<file path="src/rtl/adc_seq_pkg.sv">
package adc_seq_pkg;

  localparam int RES_W   = 12;
  localparam int MIN_WIN = 6;

  typedef enum logic [1:0] {
    ST_IDLE    = 2'd0,
    ST_SAMPLE  = 2'd1,
    ST_CONVERT = 2'd2,
    ST_DONE    = 2'd3
  } seq_state_t;

endpackage

</file>
<file path="src/rtl/adc_rst_sync.sv">
module adc_rst_sync #(
  parameter int STAGES = 2
) (
  input  logic clk,
  input  logic rst_n,
  output logic rst_sync_n
);

  logic [STAGES-1:0] chain_q;

  always_ff @(posedge clk or negedge rst_n) begin
    if (!rst_n) begin
      chain_q <= '0;
    end else begin
      chain_q <= {chain_q[STAGES-2:0], 1'b1};
    end
  end

  assign rst_sync_n = chain_q[STAGES-1];

endmodule

</file>
<file path="src/rtl/adc_trig_sel.sv">
module adc_trig_sel #(
  parameter int NUM_SRC = 4,
  parameter int SEL_W   = 2
) (
  input  logic               clk,
  input  logic               rst_n,
  input  logic [NUM_SRC-1:0] trig_in,
  input  logic [SEL_W-1:0]   trig_sel,
  output logic               trig_evt
);

  logic [NUM_SRC-1:0] prev_q;
  logic [NUM_SRC-1:0] rise;

  always_ff @(posedge clk or negedge rst_n) begin
    if (!rst_n) begin
      prev_q <= '0;
    end else begin
      prev_q <= trig_in;
    end
  end

  assign rise = trig_in & ~prev_q;

  always_comb begin
    trig_evt = 1'b0;
    for (int i = 0; i < NUM_SRC; i++) begin
      if (trig_sel == SEL_W'(i)) begin
        trig_evt = rise[i];
      end
    end
  end

endmodule

</file>
<file path="src/rtl/adc_seq_fsm.sv">
module adc_seq_fsm
  import adc_seq_pkg::*;
#(
  parameter int WIN_W = 8,
  parameter int BIT_W = 4
) (
  input  logic             clk,
  input  logic             rst_n,
  input  logic             trig_evt,
  input  logic [WIN_W-1:0] win_cfg,
  output seq_state_t       state,
  output logic [BIT_W-1:0] bit_idx
);

  localparam logic [WIN_W-1:0] WIN_FLOOR = WIN_W'(MIN_WIN);
  localparam logic [BIT_W-1:0] TOP_BIT   = BIT_W'(RES_W - 1);

  seq_state_t       state_q, state_d;
  logic [WIN_W-1:0] cnt_q, cnt_d;
  logic [BIT_W-1:0] bit_q, bit_d;
  logic [WIN_W-1:0] eff_win;
  logic             cnt_en, bit_en;

  assign eff_win = (win_cfg < WIN_FLOOR) ? WIN_FLOOR : win_cfg;

  always_comb begin
    state_d = state_q;
    cnt_d   = cnt_q;
    bit_d   = bit_q;
    cnt_en  = 1'b0;
    bit_en  = 1'b0;
    case (state_q)
      ST_IDLE: begin
        if (trig_evt) begin
          state_d = ST_SAMPLE;
          cnt_d   = eff_win - WIN_W'(1);
          cnt_en  = 1'b1;
        end
      end
      ST_SAMPLE: begin
        if (cnt_q == '0) begin
          state_d = ST_CONVERT;
          bit_d   = TOP_BIT;
          bit_en  = 1'b1;
        end else begin
          cnt_d  = cnt_q - WIN_W'(1);
          cnt_en = 1'b1;
        end
      end
      ST_CONVERT: begin
        if (bit_q == '0) begin
          state_d = ST_DONE;
        end else begin
          bit_d  = bit_q - BIT_W'(1);
          bit_en = 1'b1;
        end
      end
      default: begin
        state_d = ST_IDLE;
      end
    endcase
  end

  always_ff @(posedge clk or negedge rst_n) begin
    if (!rst_n) begin
      state_q <= ST_IDLE;
    end else begin
      state_q <= state_d;
    end
  end

  always_ff @(posedge clk or negedge rst_n) begin
    if (!rst_n) begin
      cnt_q <= '0;
    end else if (cnt_en) begin
      cnt_q <= cnt_d;
    end
  end

  always_ff @(posedge clk or negedge rst_n) begin
    if (!rst_n) begin
      bit_q <= '0;
    end else if (bit_en) begin
      bit_q <= bit_d;
    end
  end

  assign state   = state_q;
  assign bit_idx = bit_q;

endmodule

</file>
<file path="src/rtl/adc_sar_core.sv">
module adc_sar_core #(
  parameter int RES_W = 12,
  parameter int BIT_W = 4
) (
  input  logic             clk,
  input  logic             rst_n,
  input  logic             clr,
  input  logic             step,
  input  logic [BIT_W-1:0] bit_idx,
  input  logic             cmp_ge,
  output logic [RES_W-1:0] sar_code,
  output logic [RES_W-1:0] result
);

  logic [RES_W-1:0] acc_q, acc_d;
  logic [RES_W-1:0] trial;
  logic             acc_en, res_en, last;

  assign trial = acc_q | (RES_W'(1) << bit_idx);
  assign last  = (bit_idx == '0);

  always_comb begin
    acc_en = clr | step;
    acc_d  = acc_q;
    if (clr) begin
      acc_d = '0;
    end else if (step && cmp_ge) begin
      acc_d = trial;
    end
  end

  assign res_en = step & last;

  always_ff @(posedge clk or negedge rst_n) begin
    if (!rst_n) begin
      acc_q <= '0;
    end else if (acc_en) begin
      acc_q <= acc_d;
    end
  end

  always_ff @(posedge clk or negedge rst_n) begin
    if (!rst_n) begin
      result <= '0;
    end else if (res_en) begin
      result <= acc_d;
    end
  end

  assign sar_code = step ? trial : '0;

endmodule

</file>
<file path="src/rtl/adc_seq_top.sv">
module adc_seq_top
  import adc_seq_pkg::*;
#(
  parameter int NUM_SRC = 4,
  parameter int SEL_W   = $clog2(NUM_SRC),
  parameter int WIN_W   = 8,
  parameter int OVR_W   = 8
) (
  input  logic               clk,
  input  logic               rst_n,
  input  logic [NUM_SRC-1:0] trig_in,
  input  logic [SEL_W-1:0]   trig_sel,
  input  logic [WIN_W-1:0]   win_cfg,
  input  logic               irq_en,
  input  logic               cmp_ge,
  output logic               sh_hold,
  output logic [RES_W-1:0]   sar_code,
  output logic               busy,
  output logic [RES_W-1:0]   result,
  output logic               eoc,
  output logic               irq,
  output logic [OVR_W-1:0]   ovr_cnt
);

  localparam int BIT_W = $clog2(RES_W);
  localparam logic [OVR_W-1:0] OVR_MAX = '1;

  logic             rst_sync_n;
  logic             trig_evt;
  seq_state_t       state;
  logic [BIT_W-1:0] bit_idx;
  logic [OVR_W-1:0] ovr_q;
  logic             ovr_en;

  adc_rst_sync #(.STAGES(2)) u_rst (
    .clk        (clk),
    .rst_n      (rst_n),
    .rst_sync_n (rst_sync_n)
  );

  adc_trig_sel #(.NUM_SRC(NUM_SRC), .SEL_W(SEL_W)) u_trig (
    .clk      (clk),
    .rst_n    (rst_sync_n),
    .trig_in  (trig_in),
    .trig_sel (trig_sel),
    .trig_evt (trig_evt)
  );

  adc_seq_fsm #(.WIN_W(WIN_W), .BIT_W(BIT_W)) u_fsm (
    .clk      (clk),
    .rst_n    (rst_sync_n),
    .trig_evt (trig_evt),
    .win_cfg  (win_cfg),
    .state    (state),
    .bit_idx  (bit_idx)
  );

  adc_sar_core #(.RES_W(RES_W), .BIT_W(BIT_W)) u_sar (
    .clk      (clk),
    .rst_n    (rst_sync_n),
    .clr      (state == ST_SAMPLE),
    .step     (state == ST_CONVERT),
    .bit_idx  (bit_idx),
    .cmp_ge   (cmp_ge),
    .sar_code (sar_code),
    .result   (result)
  );

  assign ovr_en = trig_evt && (state != ST_IDLE) && (ovr_q != OVR_MAX);

  always_ff @(posedge clk or negedge rst_sync_n) begin
    if (!rst_sync_n) begin
      ovr_q <= '0;
    end else if (ovr_en) begin
      ovr_q <= ovr_q + OVR_W'(1);
    end
  end

  assign ovr_cnt = ovr_q;
  assign sh_hold = (state == ST_SAMPLE);
  assign busy    = (state != ST_IDLE);
  assign eoc     = (state == ST_DONE);
  assign irq     = eoc & irq_en;

endmodule

</file>
<file path="config.mk">
export PLATFORM = sky130hd
export DESIGN_NAME = adc_seq_top
export DESIGN_NICKNAME = d
export VERILOG_FILES = /design/src/rtl/adc_seq_pkg.sv /design/src/rtl/adc_rst_sync.sv /design/src/rtl/adc_trig_sel.sv /design/src/rtl/adc_seq_fsm.sv /design/src/rtl/adc_sar_core.sv /design/src/rtl/adc_seq_top.sv
export SDC_FILE = /design/constraint.sdc
export NUM_CORES = 1
export LEC_CHECK = 0
export ABC_AREA = 1
export CAP_MARGIN = 40
export CORE_UTILIZATION = 42
export CTS_BUF_LIST = sky130_fd_sc_hd__clkbuf_8
export DETAILED_ROUTE_END_ITERATION = 10
export PLACE_DENSITY_LB_ADDON = 0.15
export SLEW_MARGIN = 10
export SYNTH_ARGS = -nofsm -noshare
export SYNTH_HDL_FRONTEND = slang
export SYNTH_SLANG_ARGS = --single-unit
</file>
<file path="constraint.sdc">
create_clock -name clk -period 1.5 [get_ports clk]
set_input_delay 0.3 -clock clk [delete_from_list [all_inputs] [get_ports clk]]
set_output_delay 0.3 -clock clk [all_outputs]
set_load 0.05 [all_outputs]
</file>
==> impl_summary.log, run 1 <==
INFO  metric max-cap-violations = 0
INFO  metric all_layer_gr_usage = 26.70%
INFO  metric cp.required = 1.75 ns
INFO  metric routedWlPerCell = 19.06 µm
INFO  metric p_total = 12.21 mW
INFO  metric failing_checks = DRC, setup timing
INFO  metric count_of_final_setup_violators = 60
INFO  metric p_per_area = 2175 nW/µm²
INFO  metric worst_skew_pair.late_latency = 0.31 ns
INFO  metric rsz0062_at_grt = yes
INFO  metric die_h = 83.87 µm
INFO  metric post-synth-top-area-cell = dfrtp_1
INFO  metric worst_ir_drop_vdd = 1770 µV
INFO  metric worst-endpoint-arrival = 2.18 ns
INFO  metric final-max-slew-violation-count = 0
INFO  metric drt_pass1_iterations = 8
INFO  metric post-dp-hpwl = 5150 µm
INFO  metric layout_commonest_cell = nand2_1
INFO  metric mean_instance_size_in_the_synthesized_netlist = 7.755 µm²
INFO  metric antenna_violating_nets_remaining = 0
INFO  metric count_of_inserted_antenna_diode_cells = 0
INFO  metric post-route-worst-setup-slack = -0.4233 ns
INFO  metric cts-root-buf = clkbuf_8
INFO  metric leakage = 2.471 nW
INFO  metric io_pins = 54
INFO  metric yosys.cell_types.count = 30
INFO  metric initial_utilization = 43.83%
INFO  metric timing_hold_violations_final = 0
INFO  metric via_count = 3291
INFO  metric rows = 29
INFO  metric number_of_h_tree_levels = 2
INFO  metric grt_overflow_total = 0
INFO  metric clk_path_buf_depth = 2
INFO  metric final_cells = 593
INFO  metric area_growth_syn_to_layout = 99.38%
INFO  metric synth_nets = 392
INFO  metric final.min_clock_period = 1.923 ns
INFO  metric worstSetupEndpointType = flop
INFO  metric tritoncts_clock_tree = done
INFO  metric cts.hold.buffers_added = 0
INFO  metric yosysSeqAreaShare = 46.22%
INFO  metric fin_worst_skew = 0.004492 ns
INFO  metric timing.critical_path.fanout_max = 7
INFO  metric first_pass_grt_wire_length = 14840 µm
INFO  metric yosys.area.top_type_share = 46.22%
INFO  metric first_global_vias = 3127
INFO  metric synth-seq-cells = 52
INFO  metric timing.hold.worst.class = input pin to asynchronous set/reset pin
INFO  metric ys.warnings.count = 0
INFO  metric final.period_utilization = 128.2%
INFO  metric num-nets-final = 544
INFO  metric ys_top_cells_by_area = dfrtp_1, nand2_1, o21ai_0
INFO  metric layout_common_cells = nand2_1, buf_4, dfrtp_1
INFO  metric die-area = 7034 µm²
INFO  metric clk_transition_reported_paths = 0.10 ns
INFO  metric synth_instances = 363
INFO  metric first_iter_violations = 220
INFO  metric place.port_buffers = 53
INFO  metric pin_count_of_the_biggest_net_entering_global_routing = 39
INFO  metric placed_cells_incl_taps = 540
INFO  metric status = finished with violations
INFO  metric worst_setup_path_start_kind = flop
INFO  metric max_freq = 519.9 MHz
INFO  metric clock_sink_count = 52
INFO  metric gp_congestion = 0.8406
INFO  metric cts_made_buffers = 5
INFO  metric route.detailed.vias_per_inst = 5.550
INFO  metric finalWirelength = 11310 µm
INFO  metric grt_antenna_before_repair = 0
INFO  metric netlist_area = 2815 µm²
INFO  metric die_w = 83.87 µm
INFO  metric drc = 6
INFO  metric drive_gt1_share = 59.30%
INFO  metric core_region_area = 6422 µm²
INFO  metric setup.reg_to_reg.worst_slack = -0.42 ns
INFO  metric path_class = flop to flop
cells in the mapped netlist:
cell       n
a21oi_1    8
and3_1     1
buf_2      1
buf_4      2
clkbuf_1   5
conb_1     1
dfrtp_1   52
ha_1      11
inv_1     44
inv_2      3
nand2_1   93
nand2_2    4
nand3_1   16
nand3_2    1
nand3b_1   1
nand4_1    2
nor2_1    31
nor2_2     3
nor2_4     1
nor3_1     6
nor3_2     1
o211ai_1   5
o21a_1     1
o21ai_0   47
o21ai_1    6
o21bai_1   1
or2_0      1
or2_2      6
xnor2_1    3
xor2_1     6
state kept, by name, summed over array words and instances (netlist names):
name,cells
ovr_cnt,8
u_sar.acc_q,12
u_rst.chain_q,2
u_fsm.bit_idx,4
u_fsm.state,2
u_trig.prev_q,4
u_fsm.cnt_q,8
u_sar.result,12
worst max-delay path, cell delays in order, from the launching register on:
cell and delay [ns]:
dfrtp_1 0.42, inv_2 0.10, ha_4 0.22, inv_6 0.06, buf_4 0.13, buf_4 0.12
or2_2 0.28, o21ai_0 0.17, inv_1 0.11, nand3_2 0.10, nand3_2 0.05, nand2_1 0.09
power by group:
| part | internal [mW] | leakage, nW | switching [mW] |
|---|---|---|---|
| Sequential | 1.79 | 0.668 | 0.415 |
| Clock | 0.379 | 0.0516 | 0.512 |
| Combinational | 4.24 | 1.75 | 4.88 |
logic make-up (layout without fill, tap and decap cells):
logic type                 count (synthesis)  in the layout  synth area share (%)
AOI/OAI and AO/OA                         68             68                 12.71
xor gates and xnor gates                   9              9                 2.800
adders and majority gates                 11             11                 4.889
buffers and inverters                     55            208                 7.644
DFF                                       52             52                 46.22
other                                      1              1                0.1332
and+or+nand+nor                          167            167                 25.60
cell type report:
type	instances	area, µm²
clock buffer	6	82.58
clock inverter	2	13.76
fill	270	809.5
inverter	47	203.9
multi-input combinational	256	2048
sequential	52	1308
tap	77	96.34
timing repair buffer	152	1856
timing repair inverter	1	5.005
path summary, 6_finish.rpt:
check                                      startpoint                           end  depth (start not counted)
setup / recovery           u_fsm.state[1]$_DFFE_PN0P_    u_fsm.cnt_q[7]$_DFFE_PN0P_                         11
hold / removal                                  rst_n    u_rst.chain_q[0]$_DFF_PN0_                          1
setup reg to reg           u_fsm.state[1]$_DFFE_PN0P_    u_fsm.cnt_q[7]$_DFFE_PN0P_                         11
hold reg to reg            u_rst.chain_q[1]$_DFF_PN0_        ovr_cnt[3]$_DFFE_PN0P_                          0
max in group asynchronous  u_rst.chain_q[1]$_DFF_PN0_  u_fsm.bit_idx[1]$_DFFE_PN0P_                          1
min in group clk           u_rst.chain_q[0]$_DFF_PN0_    u_rst.chain_q[1]$_DFF_PN0_                          0
routing by layer:
layer,global-route usage [%],vias to the layer above,routed length (µm)
met5,0,-,0
met2,46.20,176,5701
met4,12.23,0,693
li1,-,1465,-
met3,4.253,64,649
met1,32.67,1586,4260
timing repair:
action | in CTS | in global routing
setup endpoints to repair | 62 | 62
setup buffers | 30 | 19
gates resized for setup | 166 | 86
pin swaps | 59 | 55
cloned | 3 | 1
stage by stage:
stage          hold WS, ns  TNS [ns]  utilization (%)  instance area [µm²]  worst slack, ns
6_report            0.1315    -13.16            87.40                 5613          -0.4233
5_1_grt             0.1359    -16.29            87.40                 5613          -0.4870
4_1_cts             0.1373    -8.407            81.06                 5206          -0.3896
3_5_place_dp        0.1651    -11.14            68.15                 4377          -0.5264
3_3_place_gp        0.1653    -9.540            68.15                 4377          -0.4263
2_1_floorplan     0.004409    -4.696                -                 3003          -0.2208
No activity file was read; power rests on OpenSTA's default activity.
==> run 2, diff against run 1 <==
--- a/config.mk
+++ b/config.mk
@@ -7,7 +7,8 @@
 export LEC_CHECK = 0
 export ABC_AREA = 1
 export CAP_MARGIN = 40
-export CORE_UTILIZATION = 42
+export CORE_ASPECT_RATIO = 0.9
+export CORE_UTILIZATION = 49
 export CTS_BUF_LIST = sky130_fd_sc_hd__clkbuf_8
 export DETAILED_ROUTE_END_ITERATION = 10
 export PLACE_DENSITY_LB_ADDON = 0.15
==> impl_summary.log, run 2 <==
INFO  metric status = did not finish
INFO  metric outcome.stop_stage = global routing
INFO  metric stop_error = [ERROR DPL-0038] Utilization greater than 100%, impossible to legalize
INFO  metric dpl_cell_area = 4339 µm² (-0.86%)
INFO  metric number_of_enable_flip_flop_cells_after_synthesis = 0 (unchanged)
INFO  metric clock_sink_count = 52 (unchanged)
INFO  metric mean_instance_size_in_the_synthesized_netlist = 7.755 µm² (unchanged)
INFO  metric cts_made_buffers = 5 (unchanged)
INFO  metric cts.hold.buffers_added = 0 (unchanged)
INFO  metric worst_endpoint_kind = output port
INFO  metric crit_endpoint = sar_code[1]
INFO  metric synth-seq-cells = 52 (unchanged)
INFO  metric gp_congestion = 0.8708 (+3.6%)
INFO  metric synth_instances = 363 (unchanged)
INFO  metric io_pins = 54 (unchanged)
INFO  metric ys_top_cells_by_area = dfrtp_1, nand2_1, o21ai_0
INFO  metric yosysSeqAreaShare = 46.22% (unchanged)
INFO  metric post-dp-hpwl = 5611 µm (+8.9%)
INFO  metric ys.flop_type = dfrtp_1
INFO  metric yosys.area.top_type_share = 46.22% (unchanged)
INFO  metric yosys.cell_types.count = 30 (unchanged)
INFO  metric place.port_buffers = 53 (unchanged)
INFO  metric cts-root-buf = clkbuf_8
INFO  metric initial_utilization = 52.33% (+8.5 points)
INFO  metric clk_path_buf_depth = 2 (unchanged)
INFO  metric placed_cells_incl_taps = 525 (-2.8%)
INFO  metric synth_nets = 392 (unchanged)
INFO  metric number_of_h_tree_levels = 2 (unchanged)
INFO  metric netlist_area = 2815 µm² (unchanged)
INFO  metric post-synth-top-area-cell = dfrtp_1
INFO  metric die_h = 73.91 µm (-12%)
INFO  metric ys_async_sr_fraction = 100.0% (unchanged)
INFO  metric synth_most_common_cell = nand2_1
INFO  metric die_w = 81.90 µm (-2.4%)
INFO  metric ys.warnings.count = 0 (unchanged)
INFO  metric pin_count_of_the_biggest_net_entering_global_routing = 40
INFO  metric rows = 25 (-14%)
INFO  metric synth_top_cells_by_count = nand2_1, dfrtp_1, o21ai_0
## run 2: logic make-up after synthesis
logic type | after synthesis | synth area share [%]
fa+ha+maj | 11 | 4.889
xor+xnor | 9 | 2.800
other cells | 1 | 0.1332
flops | 52 | 46.22
buf+inv | 55 | 7.644
simple gates | 167 | 25.60
compound gates | 68 | 12.71
## run 2: per-stage QoR
step | setup TNS, ns | setup slack, ns
4_1_cts | -9.520 | -0.4109
3_5_place_dp | -10.17 | -0.4649
3_3_place_gp | -7.972 | -0.3893
2_1_floorplan | -4.696 | -0.2208
## run 2: timing repair
item                       CTS
setup endpoints to repair   62
resized for setup          163
pin swaps                   54
cloned                       3
buffers inserted            26
==> run 3, diff against run 2 <==
--- a/config.mk
+++ b/config.mk
@@ -7,9 +7,7 @@
 export LEC_CHECK = 0
 export ABC_AREA = 1
 export CAP_MARGIN = 40
-export CORE_ASPECT_RATIO = 0.9
-export CORE_UTILIZATION = 49
-export CTS_BUF_LIST = sky130_fd_sc_hd__clkbuf_8
+export CORE_UTILIZATION = 34
 export DETAILED_ROUTE_END_ITERATION = 10
 export PLACE_DENSITY_LB_ADDON = 0.15
 export SLEW_MARGIN = 10
==> constraint.sdc (replaced) <==
create_clock -name clk -period 1.95 [get_ports clk]
set_input_delay 0.39 -clock clk [delete_from_list [all_inputs] [get_ports clk]]
set_output_delay 0.39 -clock clk [all_outputs]
set_load 0.05 [all_outputs]
==> impl_summary.log, run 3 (synthesis gave the netlist of run 1 again) <==
INFO  metric status = finished with violations
INFO  metric failing_checks = setup timing
INFO  metric reg.largest.list = u_sar.acc_q: 12 flops, u_sar.result: 12 flops
INFO  metric number_of_h_tree_levels = 2 (unchanged)
INFO  metric multi_input_area = 1489 µm²
INFO  metric clk_transition_reported_paths = 0.10 ns
INFO  metric reg2reg_to = u_fsm.cnt_q[6]$_DFFE_PN0P_
INFO  metric gp_congestion = 0.8687 (-0.24%)
INFO  metric p_total = 6.060 mW
INFO  metric all_layer_gr_usage = 16.92%
INFO  metric die-area = 8648 µm²
INFO  metric cp.required = 1.56 ns
INFO  metric leakage = 1.876 nW
INFO  metric critical_path_depth = 7
INFO  metric finalWirelength = 6838 µm
INFO  metric final.min_clock_period = 1.961 ns
INFO  metric drc = 0
INFO  metric layout_commonest_cell = nand2_1
INFO  metric cts_made_buffers = 5 (unchanged)
INFO  metric timing_hold_violations_final = 0
INFO  metric worst_setup_path_start_kind = flop
INFO  metric clk_path_buf_depth = 2 (unchanged)
INFO  metric routedWlPerCell = 12.43 µm
INFO  metric fillerInstances = 775
INFO  metric path_class = flop to primary output
INFO  metric max-cap-violations = 0
INFO  metric p_per_area = 1467 nW/µm²
INFO  metric count_of_final_setup_violators = 2
INFO  metric cp_num_buf_inv = 3
INFO  metric post-route-worst-setup-slack = -0.01061 ns
INFO  metric crit_path_max_delay_family = flip-flops
INFO  metric area_growth_syn_to_layout = 46.76%
INFO  metric setup.reg_to_reg.worst_slack = 0.16 ns
INFO  metric rsz0062_at_grt = yes
INFO  metric critical_path.slowest_cell = dfrtp_1
INFO  metric timing.critical_path.fanout_max = 4
INFO  metric drt_pass1_iterations = 4
INFO  metric initial_utilization = 35.87% (-16 points)
INFO  metric worst-endpoint-arrival = 1.57 ns
INFO  metric die_h = 93.00 µm (+26%)
INFO  metric die_w = 93.00 µm (+14%)
INFO  metric worstSetupEndpoint = sar_code[9]
INFO  metric first_pass_grt_wire_length = 11560 µm
INFO  metric io_pins = 54 (unchanged)
INFO  metric first_iter_violations = 121
INFO  metric drive_gt1_share = 27.01%
INFO  metric fin_worst_skew = 0.01032 ns
INFO  metric grt_overflow_total = 0
INFO  metric via_count = 2583
INFO  metric tightest_slew = 0.5278 ns
INFO  metric num-nets-final = 476
INFO  metric pin_count_of_the_biggest_net_entering_global_routing = 39
INFO  metric worst_slew_margin_rel = 64.70%
INFO  metric timing.hold.worst.class = flop to asynchronous set/reset pin
INFO  metric route.detailed.vias_per_inst = 4.696
INFO  metric worst_r2r_path_depth = 11
INFO  metric cts-root-buf = clkbuf_8
INFO  metric max_freq = 510.0 MHz
INFO  metric critical_path.cell_chain = inv_2, ha_4, nand2_2, o21ai_2, inv_2, nor2_4, buf_12
INFO  metric worst_skew_pair.late_latency = 0.31 ns
INFO  metric count_of_inserted_antenna_diode_cells = 0
INFO  metric timing.rr.start = u_fsm.state[1]$_DFFE_PN0P_
INFO  metric worst_ir_drop_vdd = 587.8 µV
INFO  metric worstSetupEndpointType = primary output
INFO  metric clock_sink_count = 52 (unchanged)
INFO  metric layout_common_cells = nand2_1, dfrtp_1, o21ai_0
INFO  metric rows = 32 (+28%)
INFO  metric final-max-slew-violation-count = 0
INFO  metric place.port_buffers = 53 (unchanged)
INFO  metric dp_worst_setup_slack = -0.1376 ns (+0.3273 ns)
INFO  metric core_region_area = 7848 µm²
INFO  metric tns = -0.01107 ns
INFO  metric final.period_utilization = 100.5%
INFO  metric slowest_delay = 0.43 ns
INFO  metric grt_antenna_before_repair = 0
INFO  metric post-dp-hpwl = 5069 µm (-9.7%)
INFO  metric seqCellArea = 1304 µm²
INFO  metric cp-startpoint = u_fsm.bit_idx[1]$_DFFE_PN0P_
INFO  metric antenna_violating_nets_remaining = 0
INFO  metric critPathMostFrequentCell = inv_2
INFO  metric first_global_vias = 2489
INFO  metric tritoncts_clock_tree = done
==> run 3: cell type report <==
class	instances	area share (%)
Clock inverter	2	0.3937
Multi-Input combinational cell	256	36.04
Tap cell	102	3.089
Timing Repair Buffer	85	22.77
Sequential cell	52	31.56
Inverter	47	4.391
Clock buffer	6	1.757
==> run 3: layer usage <==
layer / up-vias / routed length [µm] / GRT usage, %
met3: 2 / 297 / 3.333
met5: - / 0 / 0
met1: 1213 / 3109 / 22.05
met4: 0 / 30 / 3.590
li1: 1317 / - / -
met2: 51 / 3400 / 29.04
==> run 3: how the worst min path moves through the flow <==
| stage | from | end | slack [ns] | cells past startpoint |
|---|---|---|---|---|
| final | u_rst.chain_q[1]$_DFF_PN0_ | ovr_cnt[0]$_DFFE_PN0P_ | 0.16 | 0 |
| after floorplan | rst_n | u_rst.chain_q[0]$_DFF_PN0_ | 0.09 | 0 |
| after global placement | u_rst.chain_q[1]$_DFF_PN0_ | ovr_cnt[0]$_DFFE_PN0P_ | 0.17 | 0 |
| after global routing | u_rst.chain_q[1]$_DFF_PN0_ | ovr_cnt[7]$_DFFE_PN0P_ | 0.20 | 0 |
| after detailed placement | u_rst.chain_q[1]$_DFF_PN0_ | ovr_cnt[0]$_DFFE_PN0P_ | 0.17 | 0 |
| after CTS | u_rst.chain_q[1]$_DFF_PN0_ | ovr_cnt[3]$_DFFE_PN0P_ | 0.18 | 0 |
==> run 3: through the flow <==
stage	cell area (µm²)	utilization, %	std cells	hold slack [ns]
after floorplan	2818	-	363	0.09441
after global placement	3796	48.37	537	0.1708
after detailed placement	3796	48.37	537	0.1686
after CTS	4056	51.69	548	0.1788
after global routing	4131	52.65	550	0.2000
final	4131	52.65	550	0.1638
==> run 3: worst reg2reg max path: stages, from the launching register on <==
cell	delay, ns
dfrtp_1	0.38
inv_1	0.09
ha_4	0.19
buf_4	0.16
o21ai_1	0.23
inv_2	0.07
nor2_2	0.14
nand3_1	0.14
nor2_1	0.11
nand2_1	0.06
nand3_1	0.08
nand2_1	0.05
==> run 3: power by group <==
part	internal [mW]	switching [mW]
logic	1.47	2.38
clock network	0.256	0.366
registers	1.37	0.220
==> run 3: what timing repair did <==
item	in CTS	in global routing
gates resized for setup	50	21
pin swaps	2	1
setup buffers	3	2
hold buffers	0	0
endpoints found under the setup margin	12	21
hold endpoints to repair	0	0
gates cloned	0	0
